### src/rtl/chh_pkg.sv
package chh_pkg;
  // Request kinds; numeric order is the priority order (higher wins).
  typedef enum logic [2:0] {
    K_NONE   = 3'd0,
    K_SUSP   = 3'd1,
    K_HALT   = 3'd2,
    K_SWDIS  = 3'd3,
    K_ERRDIS = 3'd4,
    K_ABORT  = 3'd5
  } kind_e;

  typedef enum logic [2:0] {
    S_IDLE   = 3'd0,
    S_ACTIVE = 3'd1,
    S_DRAIN  = 3'd2,
    S_HALTED = 3'd3,
    S_SUSP   = 3'd4
  } state_e;
endpackage

### src/rtl/chh_req_arb.sv
module chh_req_arb
  import chh_pkg::*;
(
  input  logic  en_any,
  input  logic  soft_ok,
  input  logic  abort_i,
  input  logic  xerr_i,
  input  logic  swdis_i,
  input  logic  halt_i,
  input  logic  susp_i,
  output kind_e req_o
);
  // Fixed-rank selection; soft causes only count while the channel runs.
  always_comb begin
    req_o = K_NONE;
    if (en_any) begin
      if (abort_i)                  req_o = K_ABORT;
      else if (xerr_i)              req_o = K_ERRDIS;
      else if (swdis_i)             req_o = K_SWDIS;
      else if (halt_i && soft_ok)   req_o = K_HALT;
      else if (susp_i && soft_ok)   req_o = K_SUSP;
    end
  end
endmodule

### src/rtl/chh_prefetch_defer.sv
module chh_prefetch_defer (
  input  logic clk,
  input  logic rst_n,
  input  logic active_i,
  input  logic en_i,
  input  logic restart_i,
  input  logic chk_i,
  input  logic vld_i,
  input  logic pref_i,
  input  logic blk_done_i,
  output logic refetch_o
);
  logic defer_q;

  always_ff @(posedge clk or negedge rst_n) begin
    if (!rst_n) begin
      defer_q   <= 1'b0;
      refetch_o <= 1'b0;
    end else begin
      refetch_o <= 1'b0;
      if (restart_i) begin
        defer_q <= 1'b0;
      end else if (blk_done_i && defer_q && en_i) begin
        refetch_o <= 1'b1;
        defer_q   <= 1'b0;
      end else if (active_i && chk_i && !vld_i && pref_i) begin
        defer_q <= 1'b1;
      end else if (chk_i && vld_i) begin
        defer_q <= 1'b0;
      end
    end
  end

  // a refetch request only follows a block completion
  assert_refetch_after_blk_R8: assert property (@(posedge clk) disable iff (!rst_n)
    refetch_o |-> $past(blk_done_i));
endmodule

### src/rtl/dma_ch_err_halt.sv
module dma_ch_err_halt
  import chh_pkg::*;
#(
  parameter int NUM_XERR = 8
) (
  input  logic                clk,
  input  logic                rst_n,
  input  logic                sw_enable,
  input  logic                sw_disable,
  input  logic                sw_abort,
  input  logic                sw_suspend,
  input  logic                sw_unsuspend,
  input  logic                resume_wr,
  input  logic [NUM_XERR-1:0] xfer_err,
  input  logic                mblk_err,
  input  logic                desc_chk,
  input  logic                desc_vld,
  input  logic                desc_pref,
  input  logic                blk_done,
  input  logic                bus_busy,
  output logic                ch_en,
  output logic                ch_halted,
  output logic                ch_suspended,
  output logic                lock_cleared,
  output logic                ev_aborted,
  output logic                ev_disabled,
  output logic                ev_lock_cleared,
  output logic                ev_halted,
  output logic                ev_suspended,
  output logic                ev_src_suspended,
  output logic                ev_desc_invalid,
  output logic                refetch_req
);
  state_e st;
  kind_e  pend, req;
  logic   xerr_any, bad_desc, halt_cause;

  assign xerr_any   = |xfer_err;
  assign bad_desc   = desc_chk && !desc_vld && !desc_pref;
  assign halt_cause = mblk_err || bad_desc;

  chh_req_arb u_arb (
    .en_any  (st != S_IDLE),
    .soft_ok (st == S_ACTIVE),
    .abort_i (sw_abort),
    .xerr_i  (xerr_any),
    .swdis_i (sw_disable),
    .halt_i  (halt_cause),
    .susp_i  (sw_suspend),
    .req_o   (req)
  );

  chh_prefetch_defer u_defer (
    .clk        (clk),
    .rst_n      (rst_n),
    .active_i   (st == S_ACTIVE),
    .en_i       (st != S_IDLE),
    .restart_i  ((st == S_IDLE) && sw_enable),
    .chk_i      (desc_chk),
    .vld_i      (desc_vld),
    .pref_i     (desc_pref),
    .blk_done_i (blk_done),
    .refetch_o  (refetch_req)
  );

  always_ff @(posedge clk or negedge rst_n) begin
    if (!rst_n) begin
      st               <= S_IDLE;
      pend             <= K_NONE;
      lock_cleared     <= 1'b0;
      ev_aborted       <= 1'b0;
      ev_disabled      <= 1'b0;
      ev_lock_cleared  <= 1'b0;
      ev_halted        <= 1'b0;
      ev_suspended     <= 1'b0;
      ev_src_suspended <= 1'b0;
      ev_desc_invalid  <= 1'b0;
    end else begin
      ev_aborted       <= 1'b0;
      ev_disabled      <= 1'b0;
      ev_lock_cleared  <= 1'b0;
      ev_halted        <= 1'b0;
      ev_suspended     <= 1'b0;
      ev_src_suspended <= 1'b0;
      ev_desc_invalid  <= (st == S_ACTIVE) && bad_desc;
      case (st)
        S_IDLE: begin
          if (sw_enable) begin
            st           <= S_ACTIVE;
            lock_cleared <= 1'b0;
          end
        end
        S_ACTIVE, S_HALTED, S_SUSP: begin
          if (req == K_ABORT) begin
            st         <= S_IDLE;
            ev_aborted <= 1'b1;
          end else if (req != K_NONE) begin
            st   <= S_DRAIN;
            pend <= req;
            if (req == K_SUSP) ev_src_suspended <= 1'b1;
          end else if (st == S_HALTED && resume_wr) begin
            st <= S_ACTIVE;
          end else if (st == S_SUSP && sw_unsuspend) begin
            st <= S_ACTIVE;
          end
        end
        S_DRAIN: begin
          if (req == K_ABORT) begin
            st         <= S_IDLE;
            ev_aborted <= 1'b1;
          end else if (req > pend) begin
            pend <= req;
          end else if (!bus_busy) begin
            case (pend)
              K_SWDIS, K_ERRDIS: begin
                st              <= S_IDLE;
                ev_disabled     <= 1'b1;
                ev_lock_cleared <= 1'b1;
                lock_cleared    <= 1'b1;
              end
              K_HALT: begin
                st        <= S_HALTED;
                ev_halted <= 1'b1;
              end
              default: begin
                st           <= S_SUSP;
                ev_suspended <= 1'b1;
              end
            endcase
          end
        end
        default: st <= S_IDLE;
      endcase
    end
  end

  assign ch_en        = (st != S_IDLE);
  assign ch_halted    = (st == S_HALTED);
  assign ch_suspended = (st == S_SUSP);

  // abort takes effect on the next edge regardless of bus activity
  assert_abort_now_R5: assert property (@(posedge clk) disable iff (!rst_n)
    (ch_en && sw_abort) |=> (!ch_en && ev_aborted));
  // a drain with a beat outstanding keeps the channel enabled
  assert_drain_waits_R3: assert property (@(posedge clk) disable iff (!rst_n)
    (st == S_DRAIN && bus_busy && !sw_abort) |=> ch_en);
  // only an enable request can wake a disabled channel
  assert_idle_holds_R11: assert property (@(posedge clk) disable iff (!rst_n)
    (!ch_en && !sw_enable) |=> (!ch_en && !ev_aborted && !ev_halted));
  // a halted channel stays halted without resume or a stronger request
  assert_halt_holds_R7: assert property (@(posedge clk) disable iff (!rst_n)
    (ch_halted && !resume_wr && !sw_abort && !xerr_any && !sw_disable) |=> ch_halted);
  // the lock-cleared state persists until re-enable
  assert_lock_sticky_R4: assert property (@(posedge clk) disable iff (!rst_n)
    (lock_cleared && !sw_enable) |=> lock_cleared);
  // a prefetched invalid descriptor is never reported directly
  assert_pref_silent_R8: assert property (@(posedge clk) disable iff (!rst_n)
    (desc_chk && !desc_vld && desc_pref) |=> !ev_desc_invalid);
endmodule

### config.mk
export PLATFORM = sky130hd
export DESIGN_NAME = dma_ch_err_halt
export DESIGN_NICKNAME = d
export VERILOG_FILES = /design/src/rtl/chh_pkg.sv /design/src/rtl/chh_req_arb.sv /design/src/rtl/chh_prefetch_defer.sv /design/src/rtl/dma_ch_err_halt.sv
export SDC_FILE = /design/constraint.sdc
export NUM_CORES = 1
export LEC_CHECK = 0
export ABC_AREA = 1
export BUFFER_PORTS_ARGS = -buffer_cell sky130_fd_sc_hd__buf_2
export CELL_PAD_IN_SITES_DETAIL_PLACEMENT = 1
export CELL_PAD_IN_SITES_GLOBAL_PLACEMENT = 2
export CORE_AREA = 2 2 69 71
export CTS_CLUSTER_SIZE = 24
export DETAILED_ROUTE_END_ITERATION = 16
export DIE_AREA = 0 0 71 73
export PLACE_DENSITY = 0.7
export RECOVER_POWER = 100
export SYNTH_ARGS = -nofsm -noshare
export SYNTH_HDL_FRONTEND = slang
export SYNTH_SLANG_ARGS = --single-unit
### constraint.sdc
create_clock -name clk -period 1.96 [get_ports clk]
set_input_delay 0.392 -clock clk [delete_from_list [all_inputs] [get_ports clk]]
set_output_delay 0.392 -clock clk [all_outputs]
set_load 0.005 [all_outputs]
==> results of run 1 <==
worst reg2reg max path: stages, from the launching register on:
cell	delay (ns)
dfrtp_2	0.47
inv_2	0.10
nand2_4	0.05
nor2_4	0.10
nand2_2	0.07
nand2_4	0.06
nor3b_4	0.25
ha_4	0.25
nand2_2	0.07
o21ai_2	0.05
nand2_1	0.08
inv_1	0.05
nor2_2	0.14
buf_6	0.12
o211ai_1	0.11
o21ai_1	0.15
layout by cell type, fill, tap and decap left out, drive strengths merged:
cell type	netlist	routed
and3	1	1
o211ai	1	1
buf	2	68
dfrtp	15	15
nand3	11	11
nor3	1	1
a221oi	1	1
ha	3	3
nor2	19	19
nand2	40	40
a21oi	3	3
inv	24	24
o21ai	8	8
clkbuf	0	5
nor3b	1	1
nand4	4	4
o21bai	1	1
metrics by stage:
stage	utilization [%]	hold WS [ns]
after floorplan	-	0.0964
after global placement	31.8	0.324
after detailed placement	31.8	0.329
after CTS	34.2	0.0504
after global routing	37.8	0.301
final	37.8	0.226
timing repair:
| item | in CTS | in global routing |
|---|---|---|
| pin swaps | 14 | 20 |
| setup endpoints to repair | 10 | 10 |
| resized for setup | 7 | 24 |
| setup buffers | 7 | 10 |
worst max path at each step:
stage                      from      endpoint  slack [ns]  cells after the start
floorplan                 st[0]         st[0]       -0.11                     17
global placement    xfer_err[7]         st[0]       -0.25                     17
detailed placement  xfer_err[7]         st[2]       -0.38                     17
CTS                       st[2]         st[2]       -0.22                     17
global route              st[2]         st[0]       -0.38                     17
finish                    st[2]  lock_cleared       -0.24                     15
power by group through the flow:
stage	clock (µW)	combinational [µW]	sequential, µW
4_1_cts	268	1190	425
3_5_place_dp	0	1090	424
2_1_floorplan	0	681	413
5_1_grt	286	1600	441
6_report	260	1450	434
3_3_place_gp	0	1070	423
flip-flops by register name (all words and copies together) (netlist names):
name and cells:
st 3, ev_halted 1, ev_suspended 1, pend 3, u_defer.defer_q 1, lock_cleared 1, ev_aborted 1, ev_lock_cleared 1
ev_desc_invalid 1, ev_src_suspended 1, u_defer.refetch_o 1
layer usage:
metal | global-route usage [%] | vias up | wire (µm)
met3 | 3.31 | 4 | 105
li1 | - | 569 | -
met1 | 16.2 | 524 | 1440
met5 | 0 | - | 0
met2 | 21.7 | 19 | 1670
met4 | 5.03 | 0 | 38
kinds of logic after synthesis:
family / after synthesis / synth area share, %
buffers and inverters: 26 / 10.4
flip-flops: 15 / 35.9
AND/OR/NAND/NOR: 77 / 39.6
adder cells (fa/ha/maj): 3 / 3.59
AO/OA/AOI/OAI: 14 / 10.4
cell type report:
cell class	instances	area [µm²]
Timing Repair Buffer	69	452
Sequential cell	15	379
Clock buffer	4	45.0
Fill cell	550	2820
Inverter	24	90.1
Multi-Input combinational cell	94	679
Tap cell	54	67.6
==> impl_metrics.toml, run 1 <==
[floorplanning]
die_h_um = 73
start_util_pct = 23.0
io_pins = 34
die-area_um2 = 5180
num_rows = 25
core_area_um2 = 4540
die_w_um = 71

[synth]
synth_edf_count = 0
yosysMostFrequentCell = "nand2_1"
synth_top_area_share_pct = 35.9
synth_top_area_cell = "dfrtp_1"
yosysSeqAreaShare_pct = 35.9
synth_fp_nets = 160
ys_seq_elements = 15
synthCells = 135
netlist_area_um2 = 1040
synth.distinct_cells = 28
yosys-top-cells-count = "nand2_1 (27), inv_1 (18), dfrtp_1 (15), nor2_1 (13), nand3_1 (10)"
yosys_warnings = 0
syn_avg_cell_area_um2 = 7.74
synthTopCellsByArea = "dfrtp_1 (36%), nand2_1 (9.7%), inv_1 (6.5%)"
synth-async-reset-ratio_pct = 100
synthFlopType = "dfrtp_1"

[route]
dr.pass1.iters = 3
postRouteAntennaNets = 0
drt_iter0_markers = 21
wl_per_cell_um = 12.5
remaining_drc_errors = 0
num_vias = 1116
drt_wl_total_mm = 3.25
viasPerCell = 4.29

[setup_path]
path_cells = "inv_2 > nand2_4 > nor2_4 > nand2_2 > nand2_4 > nor3b_4 > ha_4 > nand2_2 > o21ai_2 > nand2_1 > inv_1 > nor2_2 > buf_6 > o211ai_1 > o21ai_1"
reg2reg_from = "st[2]"
r2r_cells = 15
rr_endpoint = "lock_cleared"
slowest_delay_ns = 0.47
r2r_setup_slack_ns = -0.24
crit_buf_inv = 3
startpoint_type = "register"
cp_top_family = "simple AND/OR/NAND/NOR gates"
slowest_stage = "dfrtp_2"
crit_path_end_kind = "register"
cp.required_ns = 2.13
crit_fanout = 5
cp.arrival_ns = 2.37
crit_type = "reg -> reg"

[placement]
hpwl_mm = 2.53
gp_congestion = 0.863
post-place-cells = 241
place_ws_ns = -0.381
postPlaceCellArea_um2 = 1440
io_buffer_count = 33

[pwr]
comb_power_share_pct = 67.6
power.switching_uw = 889
swShare_pct = 41.5
power_density_nw_per_um2 = 1250
p_total_uw = 2140
peakVddDrop_mv = 0.371
intPower_uw = 1250
p_clk_share_pct = 12.2
seqPwrFrac_pct = 20.2
power_leakage_uw = 0.000925

[timing]
fin_ws_ns = -0.242
min_period_ns = 2.20
slew_headroom_pct = 42.2
period_share_pct = 112
rsz0062_at_grt = "yes"
max_freq_mhz = 454
fin_tns_setup_ns = -1.96
drv_slew = 0
finalSetupViolations = 10
final-hold-violation-count = 0
tightestPinTransition_ns = 0.867
finClkSkew_ns = 0.00787

[cells_and_area]
diodes = 0
drive_gt1_share_pct = 62.6
fin_cells = 260
final_area_um2 = 1710
area_delta_synth_final_pct = 64.0
final_nets = 232

[global_route]
grt_pass1_wl_mm = 5.20
antenna_found_initial = 0
grt_max_degree = 16
overflow = 0
track_usage_pct = 13.0
grt_pass1_vias = 1210

[clocking]
cts_tree = "built"
path_clk_slew_ns = 0.07
postCtsHoldBufs = 0
insertion_delay_ns = 0.25
h-tree-depth = 1
cts_buffer_depth = 2
numClockSinks = 15
numCtsBuffers = 3
cts_root_buf = "clkbuf_8"

[status]
violations = "setup timing"
outcome = "complete, but fails checks"

[worst_hold_path]
hold_path_class = "in -> async"

[run]
maxCapViolCount = 0
Power figures use the tool's default switching activity.
==> inputs of run 2 (changes only) <==
Settings changed: CELL_PAD_IN_SITES_DETAIL_PLACEMENT 1 to unset, CELL_PAD_IN_SITES_GLOBAL_PLACEMENT 2 to unset, CORE_AREA 2 2 69 71 to 2 2 52 54, DIE_AREA 0 0 71 73 to 0 0 54 56, MAX_ROUTING_LAYER set to met4.
==> impl_metrics.toml, run 2 (same netlist as run 1, synthesis figures left out) <==
[status]
outcome = "complete, but fails checks"
violations = "setup timing"

[clocking]
numCtsBuffers = 3
cts_root_buf = "clkbuf_4"
numClockSinks = 15
cts_tree = "built"
cts_buffer_depth = 2
insertion_delay_ns = 0.27
path_clk_slew_ns = 0.08
h-tree-depth = 1

[setup_path]
crit_path_end_kind = "register"
cp.required_ns = 2.12
r2r_cells = 16
crit_fanout = 5
rr_endpoint = "st[0]"
r2r_setup_slack_ns = -0.17
reg2reg_from = "st[2]"
crit_type = "reg -> reg"
startpoint_type = "register"
cp.arrival_ns = 2.30
startpoint = "st[2]"

[route]
drt_iter0_markers = 14
drt_wl_total_mm = 2.69
num_vias = 1072
postRouteAntennaNets = 0
remaining_drc_errors = 0
viasPerCell = 4.64
dr.pass1.iters = 4
wl_per_cell_um = 11.6

[cells_and_area]
fillers = 214
finish.utilization_pct = 65.8
drive_gt1_share_pct = 58.2
layout_common_cells = "buf_4 (31), buf_2 (27), nand2_1 (19)"
top_regs = "pend: 3 flops, st: 3 flops"
final_nets = 227
diodes = 0
area_delta_synth_final_pct = 53.3
layout_commonest_cell = "buf_4"
final_area_um2 = 1600

[floorplanning]
die_w_um = 54
num_rows = 18
die-area_um2 = 3020
io_pins = 34
core_area_um2 = 2430
start_util_pct = 43.0
die_h_um = 56

[pwr]
power_leakage_uw = 0.000849
power_density_nw_per_um2 = 1190
peakVddDrop_mv = 0.774

[global_route]
grt_pass1_vias = 1033
antenna_found_initial = 0
overflow = 0
grt_max_degree = 16
grt_pass1_wl_mm = 4.20
track_usage_pct = 19.4

[timing]
drv_slew = 0
min_period_ns = 2.13
fin_ws_ns = -0.173
rsz0062_at_grt = "yes"
tightestPinTransition_ns = 0.736
period_share_pct = 109
finalSetupViolations = 9
max_freq_mhz = 469
finClkSkew_ns = 0.000762
final-hold-violation-count = 0
slew_headroom_pct = 50.9

[placement]
gp_congestion = 0.831
io_buffer_count = 33
hpwl_mm = 2.09
postPlaceCellArea_um2 = 1390

[run]
maxCapViolCount = 0

[worst_hold_path]
hold_path_class = "in -> async"
-- run 2: cell count changes in the layout (fill, tap and decap cells not counted), moves of 2 or more --
| cell | previous run | this run |
|---|---|---|
| buf_4 | 33 | 31 |
| clkbuf_8 | 3 | 0 |
| clkbuf_4 | 0 | 3 |
| buf_2 | 31 | 27 |
| nand2_1 | 17 | 19 |
| clkbuf_1 | 2 | 7 |
| nand2_4 | 8 | 6 |
| buf_6 | 4 | 0 |
| nor2_2 | 4 | 2 |
| nor2_1 | 10 | 12 |
-- run 2: worst max-delay path by stage --
stage                     slack, ns  cells past startpoint           end
final                         -0.17                     16         st[0]
after detailed placement      -0.27                     17         st[0]
after global routing          -0.38                     14  lock_cleared
after global placement        -0.19                     18         st[0]
after floorplan               -0.11                     17         st[0]
after CTS                     -0.15                     17         st[0]
-- run 2: cell type report --
class / count / area (µm²) / area share, %
Sequential cell: 15 / 379 / 23.7
Multi-Input combinational cell: 94 / 676 / 42.2
Clock buffer: 4 / 26.3 / 1.64
Tap cell: 30 / 37.5 / 2.34
Inverter: 24 / 92.6 / 5.78
Timing Repair Buffer: 64 / 390 / 24.4
-- run 2: through the flow --
stage	setup slack, ns	instances	hold slack (ns)	setup TNS [ns]	power (µW)
final	-0.173	231	0.150	-1.22	1900
after global routing	-0.377	231	0.204	-3.09	2060
after floorplan	-0.114	135	0.0964	-0.549	1090
after global placement	-0.193	214	0.299	-1.30	1440
after CTS	-0.149	227	0.00802	-1.08	1700
after detailed placement	-0.273	214	0.307	-1.90	1470
-- run 2: where the power goes --
group          total (µW)  switching [µW]  internal, µW  leakage, µW
logic                1300             677           619     0.000635
registers             441            76.6           364     0.000199
clock network         164            85.7          78.7    0.0000150
-- run 2: routing by layer --
metal  track usage (%)  part of all wire (%)  vias up
li1                  -                     -      559
met4              9.64                   1.3        0
met1              22.5                    42      485
met3              1.61                   3.4        2
met5                 -                     0        -
met2              32.4                    54       26
-- run 2: critical path, cell delays in order (launching register included) --
cell and delay, ns:
dfrtp_2 0.47, nor2_1 0.13, nand3_1 0.10, o21bai_2 0.17, nand2_2 0.09, nand2_2 0.08, nand2_2 0.08, ha_4 0.27
nand3_2 0.07, nand2_2 0.08, inv_2 0.05, nor2_4 0.11, inv_2 0.04, nand2_2 0.07, nand3_2 0.09, nand2_1 0.08
nand2_1 0.05
-- run 2: repair_timing --
item                                    4_1_cts  5_1_grt
endpoints found under the setup margin       11       12
gates resized for setup                       6       19
hold buffers                                  0        0
buffers inserted                              9        4
pin swaps                                    10       15
==> inputs of run 3 (changes only) <==
Settings changed: SETUP_SLACK_MARGIN set to 0.05, SKIP_CTS_REPAIR_TIMING set to 1.
==> impl_metrics.toml, run 3 (same netlist as run 1, synthesis figures left out) <==
[status]
outcome = "complete, but fails checks"
violations = "setup timing"

[cells_and_area]
diodes = 0
layout_common_cells = "buf_2 (31), nand2_1 (21), buf_4 (20)"
area_delta_synth_final_pct = 44.4
drive_gt1_share_pct = 56.3
top_regs = "pend: 3 flops, st: 3 flops"
finish.utilization_pct = 62.0
layout_commonest_cell = "buf_2"
final_nets = 218
fillers = 224

[pwr]
power_leakage_uw = 0.000830
comb_power_share_pct = 66.5
p_total_uw = 1820
power_density_nw_per_um2 = 1210
peakVddDrop_mv = 0.702
p_clk_share_pct = 9.1
swShare_pct = 44.2
intPower_uw = 1020
seqPwrFrac_pct = 24.3
power.switching_uw = 806

[setup_path]
cp.required_ns = 2.16
crit_type = "reg -> reg"
startpoint_type = "register"
startpoint = "st[2]"
r2r_cells = 15
crit_fanout = 5
crit_path_end_kind = "register"
cp.arrival_ns = 2.35
reg2reg_from = "st[2]"

[route]
postRouteAntennaNets = 0
highest_layer = "met4"
wl_per_cell_um = 11.7
dr.pass1.iters = 4
num_vias = 1054
remaining_drc_errors = 0
wl_met2_mm = 1.42
drt_wl_total_mm = 2.60
wl_met1_um = 998
drt_iter0_markers = 21
wl_met3_um = 134
viasPerCell = 4.75

[global_route]
antenna_found_initial = 0
track_usage_pct = 18.7
overflow = 0
grt_pass1_vias = 1004
grt_max_degree = 16
grt_pass1_wl_mm = 4.07

[clocking]
insertion_delay_ns = 0.27
path_clk_slew_ns = 0.08
numCtsBuffers = 3
numClockSinks = 15
cts_root_buf = "clkbuf_4"
cts_tree = "built"
cts_buffer_depth = 2
h-tree-depth = 1

[placement]
gp_congestion = 0.831
io_buffer_count = 33
hpwl_mm = 2.09

[floorplanning]
die_h_um = 56
core_area_um2 = 2430
io_pins = 34
die-area_um2 = 3020
die_w_um = 54
start_util_pct = 43.0
num_rows = 18

[timing]
period_share_pct = 109
max_freq_mhz = 466
drv_slew = 0
finalSetupViolations = 9
rsz0062_at_grt = "yes"
fin_ws_ns = -0.184
holdWs_ns = 0.148
min_period_ns = 2.14
tightestPinTransition_ns = 0.737
final-hold-violation-count = 0
slew_headroom_pct = 50.8
finClkSkew_ns = 0.00251

[worst_hold_path]
hold_path_class = "in -> async"

[run]
maxCapViolCount = 0
-- run 3: changes by cell type in the layout (fill, tap and decap cells not counted), moves of 2 or more --
cell      before  now
buf_4         31   20
clkbuf_1       7    2
buf_2         27   31
buf_6          0    3
ha_1           0    2
ha_4           3    1
nand2_1       19   21
nand2_2       15   13
-- run 3: per-stage QoR --
step                TNS (ns)  instances  cell area (µm²)  setup slack (ns)
finish                 -1.40        222             1510            -0.184
global route           -2.86        222             1510            -0.345
CTS                    -1.88        218             1410            -0.271
detailed placement     -1.90        214             1390            -0.273
global placement       -1.30        214             1390            -0.193
floorplan             -0.549        135             1070            -0.114
-- run 3: metal layers --
metal / GRT usage [%] / vias to the layer above
met1: 22.0 / 472
met5: - / -
li1: - / 542
met4: 9.64 / 0
met3: 1.61 / 4
met2: 30.8 / 36
-- run 3: worst max-delay path, cell delays in order (launching register included) --
cell,delay (ns)
dfrtp_2,0.47
inv_2,0.10
nand2_4,0.06
nor2_4,0.12
nand2_2,0.07
nand2_4,0.09
nor3b_4,0.20
ha_1,0.27
nand2_1,0.09
o21ai_2,0.06
nand2_2,0.07
inv_2,0.05
nor2_4,0.08
buf_4,0.12
o211ai_1,0.10
o21ai_1,0.14
-- run 3: power groups by stage --
| stage | combinational [µW] | sequential (µW) | clock [µW] |
|---|---|---|---|
| after detailed placement | 1040 | 433 | 0 |
| after global placement | 1010 | 431 | 0 |
| after CTS | 1040 | 427 | 172 |
| final | 1210 | 443 | 166 |
| after global routing | 1340 | 452 | 190 |
| after floorplan | 681 | 413 | 0 |
-- run 3: area by class of cell --
class | count | area (µm²) | share of cell area (%)
inverter | 24 | 90.1 | 5.97
timing repair buffer | 55 | 343 | 22.7
clock buffer | 4 | 26.3 | 1.74
sequential | 15 | 379 | 25.1
tap | 30 | 37.5 | 2.49
multi-input combinational | 94 | 633 | 42.0
-- run 3: path summary, 6_finish.rpt --
check | end | slack, ns
min reg2reg | lock_cleared | 0.52
max | lock_cleared | -0.18
min in group clk | u_defer.defer_q | 0.31
max in group asynchronous | st[0] | 1.30
min | u_defer.refetch_o | 0.15
max reg2reg | lock_cleared | -0.18
